==> config.mk <==
export PLATFORM = sky130hd
export DESIGN_NAME = ses_dual_plane_seq
export DESIGN_NICKNAME = d
export VERILOG_FILES = /design/src/rtl/ses_pkg.sv /design/src/rtl/ses_plane_map.sv /design/src/rtl/ses_erase_eng.sv /design/src/rtl/ses_prog_eng.sv /design/src/rtl/ses_dual_plane_seq.sv
export SDC_FILE = /design/constraint.sdc
export NUM_CORES = 1
export LEC_CHECK = 0
export BUFFER_PORTS_ARGS = -buffer_cell sky130_fd_sc_hd__buf_2
export CORE_UTILIZATION = 53
export DETAILED_ROUTE_END_ITERATION = 10
export PLACE_DENSITY_LB_ADDON = 0.25
export SLEW_MARGIN = 20
export SYNTH_ARGS = -nofsm -noshare
export SYNTH_HDL_FRONTEND = slang
export SYNTH_SLANG_ARGS = --single-unit
==> constraint.sdc <==
create_clock -name clk -period 3.4 [get_ports clk]
set_input_delay 0.68 -clock clk [delete_from_list [all_inputs] [get_ports clk]]
set_output_delay 0.68 -clock clk [all_outputs]
set_load 0.01 [all_outputs]
==> src/rtl/ses_pkg.sv <==
package ses_pkg;

  typedef enum logic [2:0] {
    OP_NONE   = 3'd0,
    OP_SERASE = 3'd1,
    OP_CERASE = 3'd2,
    OP_PROG   = 3'd3,
    OP_SUSP   = 3'd4,
    OP_RESUME = 3'd5
  } op_e;

  typedef enum logic [2:0] {
    ES_IDLE,
    ES_RUN,
    ES_SUSPING,
    ES_HELD,
    ES_ABORT
  } est_e;

  function automatic int unsigned max3(input int unsigned a, input int unsigned b,
                                       input int unsigned c);
    int unsigned m;
    m = (a > b) ? a : b;
    return (m > c) ? m : c;
  endfunction

endpackage

==> src/rtl/ses_plane_map.sv <==
module ses_plane_map #(
  parameter int NUM_SECT     = 40,
  parameter int PLANE0_SECTS = 16,
  localparam int SECT_W      = $clog2(NUM_SECT)
) (
  input  logic [SECT_W-1:0] sector,
  output logic              plane,
  output logic              in_range
);
  always_comb begin
    plane    = (int'(sector) >= PLANE0_SECTS);
    in_range = (int'(sector) < NUM_SECT);
  end
endmodule

==> src/rtl/ses_erase_eng.sv <==
module ses_erase_eng
  import ses_pkg::*;
#(
  parameter int NUM_SECT = 40,
  parameter int SECT_CYC = 10_000_000,
  parameter int CHIP_CYC = 80_000_000,
  parameter int LOCK_CYC = 100,
  parameter int SUSP_CYC = 750,
  localparam int SECT_W  = $clog2(NUM_SECT),
  localparam int CW      = $clog2(max3(SECT_CYC, CHIP_CYC, LOCK_CYC) + 1),
  localparam int SCW     = $clog2(SUSP_CYC + 1)
) (
  input  logic                clk,
  input  logic                rst,
  input  logic                start_sect,
  input  logic                start_chip,
  input  logic [SECT_W-1:0]   sector,
  input  logic                locked,
  input  logic [NUM_SECT-1:0] chip_mask,
  input  logic                susp_req,
  input  logic                res_req,
  output est_e                state,
  output logic [SECT_W-1:0]   tgt,
  output logic                is_chip,
  output logic                can_susp,
  output logic                done,
  output logic [NUM_SECT-1:0] done_mask
);
  logic [CW-1:0]       cnt;
  logic [SCW-1:0]      scnt;
  logic [NUM_SECT-1:0] mask;

  always_ff @(posedge clk) begin
    if (rst) begin
      state     <= ES_IDLE;
      cnt       <= '0;
      scnt      <= '0;
      tgt       <= '0;
      is_chip   <= 1'b0;
      mask      <= '0;
      done      <= 1'b0;
      done_mask <= '0;
    end else begin
      done      <= 1'b0;
      done_mask <= '0;
      unique case (state)
        ES_IDLE: begin
          if (start_chip) begin
            state   <= ES_RUN;
            cnt     <= CW'(CHIP_CYC - 1);
            is_chip <= 1'b1;
            mask    <= chip_mask;
          end else if (start_sect) begin
            tgt     <= sector;
            is_chip <= 1'b0;
            if (locked) begin
              state <= ES_ABORT;
              cnt   <= CW'(LOCK_CYC - 1);
              mask  <= '0;
            end else begin
              state <= ES_RUN;
              cnt   <= CW'(SECT_CYC - 1);
              mask  <= NUM_SECT'(1) << sector;
            end
          end
        end
        ES_RUN: begin
          if (cnt == '0) begin
            state     <= ES_IDLE;
            done      <= 1'b1;
            done_mask <= mask;
          end else begin
            cnt <= cnt - 1'b1;
            if (susp_req) begin
              state <= ES_SUSPING;
              scnt  <= SCW'(SUSP_CYC - 1);
            end
          end
        end
        ES_SUSPING: begin
          if (scnt == '0) state <= ES_HELD;
          else            scnt  <= scnt - 1'b1;
        end
        ES_HELD: begin
          if (res_req) state <= ES_RUN;
        end
        ES_ABORT: begin
          if (cnt == '0) begin
            state <= ES_IDLE;
            done  <= 1'b1;
          end else begin
            cnt <= cnt - 1'b1;
          end
        end
        default: state <= ES_IDLE;
      endcase
    end
  end

  assign can_susp = (state == ES_RUN) && (cnt != '0);

endmodule

==> src/rtl/ses_prog_eng.sv <==
module ses_prog_eng #(
  parameter int NUM_SECT = 40,
  parameter int PROG_CYC = 500,
  localparam int SECT_W  = $clog2(NUM_SECT),
  localparam int PW      = $clog2(PROG_CYC + 1)
) (
  input  logic                clk,
  input  logic                rst,
  input  logic                start,
  input  logic [SECT_W-1:0]   sector,
  output logic                running,
  output logic [SECT_W-1:0]   tgt,
  output logic                done,
  output logic [NUM_SECT-1:0] done_mask
);
  logic [PW-1:0] cnt;

  always_ff @(posedge clk) begin
    if (rst) begin
      running   <= 1'b0;
      cnt       <= '0;
      tgt       <= '0;
      done      <= 1'b0;
      done_mask <= '0;
    end else begin
      done      <= 1'b0;
      done_mask <= '0;
      if (!running) begin
        if (start) begin
          running <= 1'b1;
          tgt     <= sector;
          cnt     <= PW'(PROG_CYC - 1);
        end
      end else if (cnt == '0) begin
        running   <= 1'b0;
        done      <= 1'b1;
        done_mask <= NUM_SECT'(1) << tgt;
      end else begin
        cnt <= cnt - 1'b1;
      end
    end
  end
endmodule

==> src/rtl/ses_dual_plane_seq.sv <==
module ses_dual_plane_seq
  import ses_pkg::*;
#(
  parameter int NUM_SECT     = 40,
  parameter int PLANE0_SECTS = 16,
  parameter int SECT_CYC     = 10_000_000,
  parameter int CHIP_CYC     = 80_000_000,
  parameter int PROG_CYC     = 500,
  parameter int LOCK_CYC     = 100,
  parameter int SUSP_CYC     = 750,
  localparam int SECT_W      = $clog2(NUM_SECT)
) (
  input  logic                clk,
  input  logic                rst,
  input  logic                req_valid,
  input  logic [2:0]          req_op,
  input  logic [SECT_W-1:0]   req_sector,
  input  logic                req_plane,
  input  logic [NUM_SECT-1:0] lock_vec,
  input  logic                hv_override,
  input  logic                rd_valid,
  input  logic [SECT_W-1:0]   rd_sector,
  output logic                req_acc,
  output logic [1:0]          busy,
  output logic [1:0]          suspended,
  output logic                done,
  output logic [NUM_SECT-1:0] done_mask,
  output logic                rd_ok
);
  localparam int NMAP = 4;

  // sector to plane decode for request, query, erase target and program target
  logic [NMAP-1:0][SECT_W-1:0] map_sec;
  logic [NMAP-1:0]             map_pl;
  logic [NMAP-1:0]             map_ok;

  est_e                e_state;
  logic [SECT_W-1:0]   e_tgt;
  logic                e_chip, e_can_susp, e_done;
  logic [NUM_SECT-1:0] e_mask;
  logic                p_run, p_done;
  logic [SECT_W-1:0]   p_tgt;
  logic [NUM_SECT-1:0] p_mask;

  assign map_sec[0] = req_sector;
  assign map_sec[1] = rd_sector;
  assign map_sec[2] = e_tgt;
  assign map_sec[3] = p_tgt;

  for (genvar g = 0; g < NMAP; g++) begin : g_map
    ses_plane_map #(.NUM_SECT(NUM_SECT), .PLANE0_SECTS(PLANE0_SECTS)) u_map (
      .sector  (map_sec[g]),
      .plane   (map_pl[g]),
      .in_range(map_ok[g])
    );
  end

  logic [NUM_SECT-1:0] prot_vec;
  logic req_prot, rd_prot;
  logic acc_serase, acc_cerase, acc_prog, acc_susp, acc_res;
  logic e_active, e_held;
  logic [1:0] e_planes, p_planes;
  logic rd_ok_d;

  always_comb begin
    prot_vec = lock_vec & {NUM_SECT{~hv_override}};
    req_prot = map_ok[0] ? prot_vec[req_sector] : 1'b1;
    rd_prot  = map_ok[1] ? prot_vec[rd_sector]  : 1'b1;
    e_active = (e_state == ES_RUN) || (e_state == ES_SUSPING) || (e_state == ES_ABORT);
    e_held   = (e_state == ES_HELD);

    acc_serase = req_valid && (req_op == OP_SERASE) && map_ok[0] && !p_run &&
                 (e_state == ES_IDLE);
    acc_cerase = req_valid && (req_op == OP_CERASE) && !p_run && (e_state == ES_IDLE);
    acc_prog   = req_valid && (req_op == OP_PROG) && map_ok[0] && !p_run && !req_prot &&
                 ((e_state == ES_IDLE) || (e_held && !e_chip && (req_sector != e_tgt)));
    acc_susp   = req_valid && (req_op == OP_SUSP) && !p_run && e_can_susp;
    acc_res    = req_valid && (req_op == OP_RESUME) && !p_run && e_held &&
                 (e_chip || (req_plane == map_pl[2]));

    e_planes  = e_chip ? 2'b11 : (2'b01 << map_pl[2]);
    p_planes  = 2'b01 << map_pl[3];
    busy      = (e_active ? e_planes : 2'b00) | (p_run ? p_planes : 2'b00);
    suspended = e_held ? e_planes : 2'b00;

    rd_ok_d = rd_valid && map_ok[1] && !busy[map_pl[1]] &&
              !(suspended[map_pl[1]] && (e_chip ? !rd_prot : (rd_sector == e_tgt)));
  end

  ses_erase_eng #(
    .NUM_SECT(NUM_SECT), .SECT_CYC(SECT_CYC), .CHIP_CYC(CHIP_CYC),
    .LOCK_CYC(LOCK_CYC), .SUSP_CYC(SUSP_CYC)
  ) u_erase (
    .clk       (clk),
    .rst       (rst),
    .start_sect(acc_serase),
    .start_chip(acc_cerase),
    .sector    (req_sector),
    .locked    (req_prot),
    .chip_mask (~prot_vec),
    .susp_req  (acc_susp),
    .res_req   (acc_res),
    .state     (e_state),
    .tgt       (e_tgt),
    .is_chip   (e_chip),
    .can_susp  (e_can_susp),
    .done      (e_done),
    .done_mask (e_mask)
  );

  ses_prog_eng #(.NUM_SECT(NUM_SECT), .PROG_CYC(PROG_CYC)) u_prog (
    .clk      (clk),
    .rst      (rst),
    .start    (acc_prog),
    .sector   (req_sector),
    .running  (p_run),
    .tgt      (p_tgt),
    .done     (p_done),
    .done_mask(p_mask)
  );

  always_ff @(posedge clk) begin
    if (rst) begin
      req_acc <= 1'b0;
      rd_ok   <= 1'b0;
    end else begin
      req_acc <= acc_serase | acc_cerase | acc_prog | acc_susp | acc_res;
      rd_ok   <= rd_ok_d;
    end
  end

  assign done      = e_done | p_done;
  assign done_mask = e_mask | p_mask;

endmodule

# Yosys cells after proc, flatten, opt, wreduce, memory -nomap -nowiden
# Cells that the tools add are included.
# word_totals
word_cells,171
inputBits,61
out_inout_bits,47
reg_bits,187
# op_classes
bitwise,16
mux,46
eq_ne,22
shifts,4
order_cmp,8
n_reduce_logical,57
add_sub_neg,3
# ops
operator,count
$mux W40,3
$mux W27,3
$shl A1 B6 Y40 const A,2
$pmux W27 S2,1
$and A40 B40 Y40,1
$not A40 Y40,1
$or A40 B40 Y40,1
$mux W10,3
$logic_not A27 Y1,1
$mux W9,3
$reduce_bool A27 Y1,1
$sub A27 B1 Y27 const B,1
$logic_and A1 B1 Y1,26
$mux W24,1
$mux W3,8
$pmux W10 S2,1
$ge A6 B5 Y1 const B,3
$mux W1,16
$pmux W3 S5,1
$lt A6 B7 Y1 const B,2
$bmux W1 S6,2
$eq A3 B2 Y1 const B,4
$lt A6 B6 Y1 const B,2
$ne A2 B2 Y1 const B,6
28 further kinds,63

# Longest topological paths before layout
# Gate-level depths: netlist (run 1).
# logic_depth
ltp_word,11
depth_mapped,11
ltp_nobuf,9

# Cells and area by module
# A second synthesis (run 1) with hierarchy kept.
# unflattened
cells_unflattened,1060
area_unflattened_um2,9230.1
# by_module_without_submodules
module,area_each_um2,instances,seq_area_each_um2,cells_each
ses_erase_eng,5575.3,1,2562.5,624
ses_prog_eng,1953.1,1,1141.1,205
ses_dual_plane_seq,1656.6,1,40.0,223
ses_plane_map,11.3,4,0.0,2

# Worst setup path after synthesis (run 1)
# Ideal clock, no wire load.
# synth_path
path_kind,input to register
startpoint,input port rd_sector[0]
endpoint,register rd_ok
arrival_time_ns,2.476
slack_ns,0.794
setup_time_ns,0.130
path_buffers,1
cell_stages,7
required_ns,3.270
cell_sequence,buf_2 > mux4_2 > mux4_2 > nor2_1 > a211oi_1 > a2111oi_0 > nor3_1
# synth_via
elab_chain_len,8
elab_cells_between_ends,18
classes_between,order compare (2); eq/ne (1); mux (8); reduce/logical (7)
# synth_rtl
element,line_no,source
"start, declared",ses_dual_plane_seq.sv:22,"input logic [SECT_W-1:0] rd_sector,"
$bmux W1 S6,ses_dual_plane_seq.sv:68,rd_prot = map_ok[1] ? prot_vec[rd_sector] : 1'b1;
$mux W1 (not written as such),ses_dual_plane_seq.sv:68,
$mux W1,ses_dual_plane_seq.sv:68,
$logic_not A1 Y1,ses_dual_plane_seq.sv:87,!(suspended[map_pl[1]] && (e_chip ? !rd_prot : (rd_sector == e_tgt)));
$mux W1,ses_dual_plane_seq.sv:87,
$logic_and A1 B1 Y1,ses_dual_plane_seq.sv:87,
$logic_not A1 Y1,ses_dual_plane_seq.sv:87,
$logic_and A1 B1 Y1 *,ses_dual_plane_seq.sv:86,rd_ok_d = rd_valid && map_ok[1] && !busy[map_pl[1]] &&
"end signal, assigned",ses_dual_plane_seq.sv:128,rd_ok <= rd_ok_d;
"end, declared",ses_dual_plane_seq.sv:28,output logic rd_ok
# Every way passes the cells marked *; elsewhere a longest branch is shown, timed or not. The select of a mux whose other input is x is not followed.
# A chain may end at the register's enable or synchronous reset.

# Final worst setup path (run 1)
# layout_path
startpoint,register u_erase.cnt[0]
endpoint,register u_erase.cnt[5]
# layout_via
elab_chain_len,3
elab_cells_between_ends,6
classes_between,add/sub (1); eq/ne (1); mux (2); reduce/logical (2)
# layout_rtl
element,line_no,source
"start, declared",ses_erase_eng.sv:29,logic [CW-1:0] cnt;
"start signal, assigned",ses_erase_eng.sv:50,cnt <= CW'(CHIP_CYC - 1);
"start signal, assigned",ses_erase_eng.sv:58,cnt <= CW'(LOCK_CYC - 1);
"start signal, assigned",ses_erase_eng.sv:62,cnt <= CW'(SECT_CYC - 1);
$sub A27 B1 Y27 or $logic_not A27 Y1 (tied branches),--,
$mux W27 or $ne A2 B2 Y1 (tied branches),--,
$pmux W27 S2 or $reduce_and A3 Y1 (tied branches),--,
# Parallel ways exist; a longest one is shown, timed or not. The select of a mux whose other input is x is not followed.

==> impl_metrics.csv, run 1 <==
group,metric,value,unit
run_status,outcome,"complete, no violations",
synth,synth_flop_cell,"dfxtp_1",
worst_hold_path,hp-class,"flip-flop to flip-flop",
synth,synth_seq_area_share,42.1,%
floorplanning,start_util,55.2,%
global_routing,grt_max_degree,69,
clock_tree,cts.htree.levels,4,
critical_path,cp.arrival,3.16,ns
synth,netlist_instances,1045,
critical_path,r2r_end,"u_erase.cnt[5]",
global_routing,grt_antenna_before_repair,0,
clock_tree,cts_resized,0,
critical_path,reg2reg_depth,9,
floorplanning,ios,108,
synth,synth_nets,1109,
synth,syn_area,8890,µm²
clock_tree,cts.sinks,187,
synth,yosys-top-cells-area,"dfxtp_1 (42%), nor2_1 (5.5%), a21oi_1 (3.6%)",
routing,dr.pass1.iters,5,
critical_path,reg2reg_from,"u_erase.cnt[0]",
placement,numPortBuffers,107,
worst_hold_path,hold_end,"u_erase.done_mask[39]",
power_and_ir_drop,power_density,505,nW/µm²
routing,drt-initial-drc-count,770,
synth,avgSynthCellArea,8.51,µm²
final_layout,utilization,63.4,%
worst_hold_path,min_from,"u_erase.mask[39]",
synth,synth_top_area_cell,"dfxtp_1",
global_routing,grt_pass1_wl,38100,µm
sta,finalClockSkew,0.0136,ns
final_layout,finalNonFillerCells,1357,
clock_tree,post_cts_buffers,0,
critical_path,cp-start-kind,"flip-flop",
global_routing,grt_overflow,0,
clock_tree,clockBufferDepth,2,
placement,dpl.cell_count,1325,
synth,yosysWarnings,0,
critical_path,crit_type,"flip-flop to flip-flop",
global_routing,grt.total_usage,27.6,%
final_layout,area_growth,15.0,%
synth,synth_top_cell_area_share,42.1,%
final_layout,final.fill_count,1415,
clock_tree,clk_latency,0.44,ns
placement,placed_area,9600,µm²
sta,fin_tns_setup,0,ns
critical_path,crit_required,3.70,ns
sta,slew-limit-headroom,38.7,%
global_routing,grt_pass1_vias,7165,
floorplanning,num_rows,46,
routing,avgRoutedWirePerCell,16.9,µm
clock_tree,cts_hold_buf,0,
synth,yosysUniqueCellTypes,67,
sta,finalHoldViolCount,0,
critical_path,r2r_setup_slack,0.54,ns
routing,vias_per_cell,5.77,
floorplanning,fp.coreArea,16100,µm²
routing,ant_nets,0,
final_layout,insertedDiodeCount,0,
sta,finalMaxSlewViolations,0,
routing,dr_total_vias,7830,
floorplanning,dieHeight,132,µm
sta,tightest_slew,0.911,ns
final_layout,stdcell_area,10200,µm²
clock_tree,cts_tree,"yes",
final_layout,layout-drive-gt1-share,20.9,%
power_and_ir_drop,irDropWorstVdd,0.370,mV
critical_path,cp_max_fo,18,
synth,ys_seq_elements,187,
final_layout,nets,1192,
synth,synthArstFlopShare,0,%
critical_path,end_kind,"flip-flop",
power_and_ir_drop,p_leak,4.14,nW
sta,rsz0062_at_grt,"no",
routing,drc,0,
synth,synth_edf_count,0,
sta,finalCritPeriodShare,84.2,%
sta,fmax,0.349,GHz
clock_tree,clk_pin_slew,0.07,ns
placement,gp_congestion,0.908,
clock_tree,numCtsBuffers,17,
clock_tree,clockRootBuffer,"clkbuf_16",
floorplanning,chipWidth,132,µm
sta,setup_viol,0,
placement,hpwl,16800,µm
routing,wl,23000,µm
floorplanning,dieArea,17300,µm²
job,drv_cap,0,
sta,period_minus_slack,2.86,ns
worst_hold_path,hold_depth,1,
==> flip-flops by register name, summed over array words and instances (netlist names) <==
name and cells:
u_prog.running 1, u_prog.done_mask 40, u_erase.cnt 27, u_erase.is_chip 1, u_erase.mask 40, u_erase.done 1, u_erase.state 3, u_prog.done 1
u_prog.tgt 6, u_erase.tgt 6, u_prog.cnt 9, rd_ok 1, u_erase.done_mask 40, req_acc 1, u_erase.scnt 10
==> worst max-delay path, stage by stage (launching register included) <==
cell	delay [ns]
dfxtp_1	0.35
inv_1	0.07
ha_1	0.20
or3b_1	0.45
nor4_1	0.29
nand4b_1	0.38
a21oi_4	0.59
nor3_1	0.14
xnor2_1	0.16
a21oi_1	0.08
==> cells in the final DEF (no fill, tap or decap), drive strengths merged, types with 18 or more instances in the layout <==
master,count
dfxtp,187
nor2,132
buf,131
nand2,85
a21oi,66
or2,48
nor3,44
and2,43
o21ai,42
nand2b,38
nand3,29
inv,26
a311oi,24
a211oi,18
clkbuf,18
==> kinds of logic (layout without fill, tap and decap cells) <==
| kind of cell | after synthesis | in the layout | share of synthesized area, % |
|---|---|---|---|
| AO/OA/AOI/OAI | 219 | 219 | 16.5 |
| XOR/XNOR | 34 | 34 | 3.35 |
| adder cells (fa/ha/maj) | 3 | 3 | 0.422 |
| buffers and inverters | 84 | 180 | 4.08 |
| flip-flops | 187 | 187 | 42.1 |
| multiplexers | 25 | 25 | 4.80 |
| AND/OR/NAND/NOR | 493 | 493 | 28.7 |
==> per-stage QoR <==
stage          hold WS [ns]  worst slack (ns)  power [mW]
2_1_floorplan         0.431             0.794        2.93
3_5_place_dp          0.445             0.437        3.17
5_1_grt               0.482             0.260        5.38
4_1_cts               0.463             0.537        5.17
3_3_place_gp          0.438             0.491        3.16
6_report              0.461             0.538        5.16
==> where the power goes <==
| part | switching (mW) | leakage (nW) | internal (mW) |
|---|---|---|---|
| combinational | 0.521 | 2.32 | 0.306 |
| sequential | 0.0595 | 1.51 | 2.25 |
| clock | 0.995 | 0.302 | 1.03 |
==> synth_stat cells (all sizes together), types with 3 or more instances <==
cell type  count
a2111oi        3
a211oi        18
a21o          15
a21oi         66
a22oi          5
a311oi        24
a31oi         14
and2          43
and3           3
buf           24
clkbuf        43
dfxtp        187
ha             3
inv           17
mux2i         10
mux4          14
nand2         85
nand2b        38
nand3         29
nand3b         4
nand4          9
nand4b         5
nor2         132
nor2b          9
nor3          44
nor3b         14
nor4          14
o2111ai        8
o211ai         3
o21ai         42
or2           48
or3            7
xnor2         17
xor2          17
==> routing by layer <==
layer	vias up	share of wire, %	GRT usage [%]
li1	3858	-	-
met2	333	43	40.0
met5	-	0	0
met1	3619	48	41.4
met3	20	7.7	5.29
met4	0	1.2	7.24
==> final cells by class <==
class / count / area, µm² / share of cell area (%)
Multi-Input combinational cell: 774 / 4790 / 46.9
Timing Repair Buffer: 131 / 731 / 7.15
Clock inverter: 14 / 183 / 1.79
Tap cell: 216 / 270 / 2.64
Clock buffer: 18 / 439 / 4.30
Sequential cell: 187 / 3740 / 36.6
Inverter: 17 / 63.8 / 0.624
==> worst max-delay path by stage <==
stage / startpoint / slack, ns / end
finish: u_erase.cnt[0] / 0.54 / u_erase.cnt[5]
global route: u_erase.cnt[0] / 0.26 / u_erase.cnt[5]
CTS: u_erase.cnt[0] / 0.54 / u_erase.cnt[5]
global placement: hv_override / 0.49 / u_erase.mask[1]
floorplan: rd_sector[0] / 0.79 / rd_ok
detailed placement: req_sector[1] / 0.44 / u_prog.cnt[1]
(Power assumes the default switching activity.)
==> run 2: changes to the inputs <==
==> constraint.sdc (replaced) <==
create_clock -name clk -period 2.95 [get_ports clk]
set_input_delay 0.59 -clock clk [delete_from_list [all_inputs] [get_ports clk]]
set_output_delay 0.59 -clock clk [all_outputs]
set_load 0.01 [all_outputs]
==> run 2 against run 1 <==
Net effect:
- worst hold slack worse by 0.042 ns
- critical path depth unchanged
- final cell count grew 0.66%
- total power grew 16%
- sequential power increased by 15%
- register-to-register slack got worse by 0.30 ns
- utilization increased by 0.62 points
- die area unchanged
- first-iteration DRC count is 12% higher
- global-route usage decreased by 0.31 points
- via count rose by 0.46%
- highest routed layer unchanged
==> impl_metrics.csv, run 2 (synthesized netlist as in run 1, its figures left out) <==
group,metric,value,unit
run_status,outcome,"complete, no violations",
final_layout,stdcell_area,10300,µm²
critical_path,crit_chain,"inv_1 > ha_1 > or3b_1 > nor4_1 > nand4b_1 > a21oi_4 > nor3_1 > xnor2_1 > a21oi_1",
critical_path,cp_max_fo,18,
power_and_ir_drop,p_leak,4.19,nW
critical_path,reg2reg_depth,9,
final_layout,area_growth,16.1,%
power_and_ir_drop,seq_power_share,44.4,%
final_layout,layout_commonest_cell,"dfxtp_1",
worst_hold_path,hold_depth,3,
clock_tree,post_cts_buffers,0,
placement,numPortBuffers,107,
routing,vias_per_cell,5.76,
sta,fin_tns_setup,0,ns
final_layout,final.fill_count,1399,
routing,dr.pass1.iters,6,
power_and_ir_drop,clockPowerShare,39.1,%
final_layout,layout_common_cells,"dfxtp_1 (187), nor2_1 (130), buf_2 (106)",
placement,dp_slack,0.176,ns
critical_path,cp.depth,9,
power_and_ir_drop,irDropWorstVdd,0.472,mV
power_and_ir_drop,p_sw_share,30.8,%
floorplanning,num_rows,46,
critical_path,cpLargestDelayFamily,"simple AND/OR/NAND/NOR gates",
critical_path,cp.arrival,3.00,ns
critical_path,crit_type,"flip-flop to flip-flop",
clock_tree,clockRootBuffer,"clkbuf_16",
power_and_ir_drop,p_int,4.15,mW
critical_path,critical-path-max-stage-delay,0.56,ns
power_and_ir_drop,pwr-share-comb,16.5,%
placement,dpl.cell_count,1334,
routing,drc,0,
floorplanning,ios,108,
power_and_ir_drop,finalPower,6.00,mW
job,drv_cap,0,
sta,finalClockSkew,0.0120,ns
sta,fin_ws,0.239,ns
clock_tree,cts_tree,"yes",
final_layout,top_regs,"u_erase.done_mask x40, u_erase.mask x40, u_prog.done_mask x40",
global_routing,grt_max_degree,70,
floorplanning,chipWidth,132,µm
routing,dr_total_vias,7866,
critical_path,crit_required,3.24,ns
sta,fmax,0.369,GHz
floorplanning,fp.coreArea,16100,µm²
clock_tree,clk_pin_slew,0.08,ns
global_routing,grt_overflow,0,
floorplanning,start_util,55.2,%
sta,setup_viol,0,
routing,drt-initial-drc-count,859,
sta,finalCritPeriodShare,91.9,%
power_and_ir_drop,p_sw,1.85,mW
worst_hold_path,hp-class,"input port to flip-flop",
global_routing,grt_pass1_wl,37500,µm
placement,gp_congestion,1.01,
final_layout,utilization,64.1,%
global_routing,grt_antenna_before_repair,0,
critical_path,cp-start-kind,"flip-flop",
final_layout,layout-drive-gt1-share,21.5,%
clock_tree,clockBufferDepth,2,
global_routing,grt_pass1_vias,7070,
final_layout,nets,1201,
sta,rsz0062_at_grt,"no",
final_layout,finalNonFillerCells,1366,
floorplanning,dieArea,17300,µm²
routing,wl,23200,µm
routing,avgRoutedWirePerCell,17.0,µm
global_routing,grt.total_usage,27.3,%
clock_tree,cts_resized,0,
sta,finalHoldViolCount,0,
sta,finalMaxSlewViolations,0,
critical_path,critPathBufInv,1,
clock_tree,clk_latency,0.44,ns
clock_tree,cts.htree.levels,4,
clock_tree,numCtsBuffers,17,
final_layout,insertedDiodeCount,0,
sta,holdWs,0.419,ns
sta,slew-limit-headroom,42.8,%
routing,ant_nets,0,
floorplanning,dieHeight,132,µm
sta,tightest_slew,0.857,ns
clock_tree,cts_hold_buf,0,
sta,period_minus_slack,2.71,ns
power_and_ir_drop,power_density,581,nW/µm²
placement,hpwl,17100,µm
critical_path,crit_slowest_cell,"a21oi_4",
critical_path,end_kind,"flip-flop",
clock_tree,cts.sinks,187,
placement,placed_area,9690,µm²
## run 2: changes by cell type in the layout (fill, tap and decap cells not counted), sizes merged
cell / previous run / this run
clkinv: 5 / 7
buf: 131 / 140
clkbuf: 18 / 17
inv: 26 / 25
## run 2: power groups by stage
stage	combinational [mW]	clock [mW]	sequential (mW)
final	0.990	2.35	2.66
after detailed placement	0.963	0	2.72
after floorplan	0.683	0	2.70
after global placement	0.960	0	2.72
after CTS	0.971	2.38	2.66
after global routing	1.09	2.50	2.68
## run 2: final timing paths
kind / startpoint / endpoint / slack [ns]
worst min-delay path: rd_valid / rd_ok / 0.42
worst min register to register: u_erase.mask[2] / u_erase.done_mask[2] / 0.45
worst max-delay path: u_erase.cnt[0] / u_erase.cnt[5] / 0.24
worst max register to register: u_erase.cnt[0] / u_erase.cnt[5] / 0.24
## run 2: routing by layer
layer  vias up  part of all wire [%]  track usage (%)
met5         -                     0                0
met4         0                   1.3             6.85
met3        28                   8.2             4.71
met2       357                    43             39.9
met1      3593                    48             41.2
li1       3888                     -                -
## run 2: worst reg2reg max path, cell delays in order (launching register included)
cell and delay [ns]:
dfxtp_1 0.36, inv_1 0.07, ha_1 0.19, or3b_1 0.43, nor4_1 0.28, nand4b_1 0.30
a21oi_4 0.56, nor3_1 0.14, xnor2_1 0.16, a21oi_1 0.08
## run 2: area by class of cell
class / instances / area (µm²) / share of cell area, %
Multi-Input combinational cell: 774 / 4790 / 46.4
Sequential cell: 187 / 3740 / 36.3
Timing Repair Buffer: 140 / 823 / 7.97
Clock buffer: 17 / 425 / 4.12
Tap cell: 216 / 270 / 2.62
Clock inverter: 15 / 204 / 1.98
Inverter: 17 / 63.8 / 0.618
==> run 3: changes to the inputs <==
--- a/config.mk
+++ b/config.mk
@@ -6,7 +6,9 @@
 export NUM_CORES = 1
 export LEC_CHECK = 0
 export BUFFER_PORTS_ARGS = -buffer_cell sky130_fd_sc_hd__buf_2
-export CORE_UTILIZATION = 53
+export CELL_PAD_IN_SITES_DETAIL_PLACEMENT = 1
+export CELL_PAD_IN_SITES_GLOBAL_PLACEMENT = 1
+export CORE_UTILIZATION = 44
 export DETAILED_ROUTE_END_ITERATION = 10
 export PLACE_DENSITY_LB_ADDON = 0.25
 export SLEW_MARGIN = 20
==> run 3 against run 2 <==
Net effect:
- global-route usage up 0.21 points
- via count up 3.2%
- critical path depth up 1
- routed wire length up 19%
- highest routed layer unchanged
==> impl_metrics.csv, run 3 (synthesized netlist as in run 1, its figures left out) <==
group,metric,value,unit
clock_tree,cts_hold_buf,0,
floorplanning,dieArea,20800,µm²
critical_path,r2r_end,"u_erase.cnt[10]",
final_layout,finalNonFillerCells,1416,
power_and_ir_drop,irDropWorstVdd,0.485,mV
clock_tree,cts.htree.levels,4,
routing,avgRoutedWirePerCell,19.5,µm
run_status,outcome,"complete, no violations",
final_layout,top_regs,"u_erase.done_mask x40, u_erase.mask x40, u_prog.done_mask x40",
global_routing,grt_pass1_wl,43300,µm
global_routing,grt_antenna_before_repair,0,
routing,drt-initial-drc-count,580,
routing,drc,0,
critical_path,crit_type,"flip-flop to flip-flop",
floorplanning,num_rows,51,
global_routing,grt_max_degree,73,
final_layout,layout-drive-gt1-share,21.7,%
sta,finalMaxSlewViolations,0,
global_routing,grt.total_usage,27.5,%
global_routing,grt_pass1_vias,7947,
critical_path,cp-start-kind,"flip-flop",
final_layout,layout_common_cells,"dfxtp_1 (187), nor2_1 (130), buf_2 (106)",
floorplanning,ios,108,
sta,fmax,0.372,GHz
routing,ant_nets,0,
sta,slew-limit-headroom,37.9,%
final_layout,layout_commonest_cell,"dfxtp_1",
routing,wl,27700,µm
sta,period_minus_slack,2.69,ns
power_and_ir_drop,p_leak,4.19,nW
critical_path,end_kind,"flip-flop",
clock_tree,clk_pin_slew,0.07,ns
routing,dr_total_vias,8121,
final_layout,area_growth,16.9,%
critical_path,reg2reg_from,"u_erase.cnt[0]",
floorplanning,start_util,45.2,%
final_layout,ff_latch_area,3740,µm²
critical_path,cp_max_fo,18,
routing,vias_per_cell,5.74,
sta,finalCritPeriodShare,91.1,%
critical_path,crit_required,3.29,ns
worst_hold_path,hp-class,"input port to flip-flop",
clock_tree,cts.sinks,187,
routing,dr.pass1.iters,5,
final_layout,utilization,52.9,%
final_layout,nets,1202,
sta,rsz0062_at_grt,"no",
placement,dpl.cell_count,1383,
critical_path,setup.worst_path.end,"u_erase.cnt[10]",
sta,finalHoldViolCount,0,
final_layout,final.fill_count,2374,
final_layout,multi_input_area,4810,µm²
placement,gp_congestion,0.910,
placement,hpwl,20000,µm
clock_tree,cts_tree,"yes",
critical_path,cp.arrival,3.03,ns
clock_tree,clockRootBuffer,"clkbuf_16",
global_routing,grt_overflow,0,
sta,fin_tns_setup,0,ns
final_layout,insertedDiodeCount,0,
critical_path,startpoint,"u_erase.cnt[0]",
clock_tree,clockBufferDepth,2,
floorplanning,fp.coreArea,19700,µm²
sta,tightest_slew,0.929,ns
sta,setup_viol,0,
placement,numPortBuffers,107,
clock_tree,clk_latency,0.45,ns
critical_path,r2r_setup_slack,0.26,ns
critical_path,reg2reg_depth,10,
clock_tree,numCtsBuffers,17,
job,drv_cap,0,
floorplanning,dieHeight,144,µm
power_and_ir_drop,power_density,585,nW/µm²
sta,holdWs,0.413,ns
floorplanning,chipWidth,144,µm
sta,finalClockSkew,0.00907,ns
==> run 3: worst min path at each step <==
stage                      from                     to  depth (start not counted)
3_3_place_gp   u_erase.mask[33]  u_erase.done_mask[33]                          1
5_1_grt                     rst         u_erase.cnt[9]                          2
6_report                    rst         u_erase.cnt[1]                          2
3_5_place_dp   u_erase.mask[33]  u_erase.done_mask[33]                          1
2_1_floorplan   u_erase.mask[0]   u_erase.done_mask[0]                          1
4_1_cts                     rst         u_erase.cnt[2]                          2
==> run 3: final cells by class <==
class | instances | area share [%]
multi-input combinational | 774 | 46.3
sequential | 187 | 36.0
timing repair buffer | 141 | 8.00
clock buffer | 17 | 4.09
tap | 265 | 3.19
clock inverter | 15 | 1.82
inverter | 17 | 0.614
==> run 3: critical path, stage by stage, from the launching register on <==
cell and delay (ns):
dfxtp_1 0.36, inv_1 0.07, ha_1 0.21, or3b_1 0.46
nor4_2 0.33, nand4b_1 0.19, buf_4 0.24, a21o_4 0.30
nand2_1 0.08, a31oi_1 0.09, a41o_1 0.24
==> run 3: what timing repair did <==
action,4_1_cts,5_1_grt
buffers inserted,0,1
resized for setup,0,3
setup endpoints to repair,0,21
==> run 3: layer usage <==
layer	global-route usage [%]	wire (µm)	vias to the layer above
met5	0	0	-
li1	-	-	3870
met1	39.4	13500	3976
met3	4.70	1390	31
met4	7.42	350	0
met2	42.4	12400	244
==> run 3: stage by stage <==
| stage | power [mW] | setup slack [ns] | area [µm²] |
|---|---|---|---|
| floorplan | 3.38 | 0.434 | 8890 |
| global placement | 3.69 | 0.151 | 9740 |
| detailed placement | 3.72 | 0.109 | 9740 |
| CTS | 6.06 | 0.0459 | 10400 |
| global route | 6.32 | 0.0888 | 10400 |
| finish | 6.08 | 0.262 | 10400 |
==> run 3: power by group <==
part	total (mW)	internal, mW	switching (mW)	leakage (nW)
Sequential	2.67	2.60	0.0730	1.51
Clock	2.35	1.16	1.19	0.295
Combinational	1.06	0.391	0.673	2.38
Total	6.08	4.15	1.93	4.19
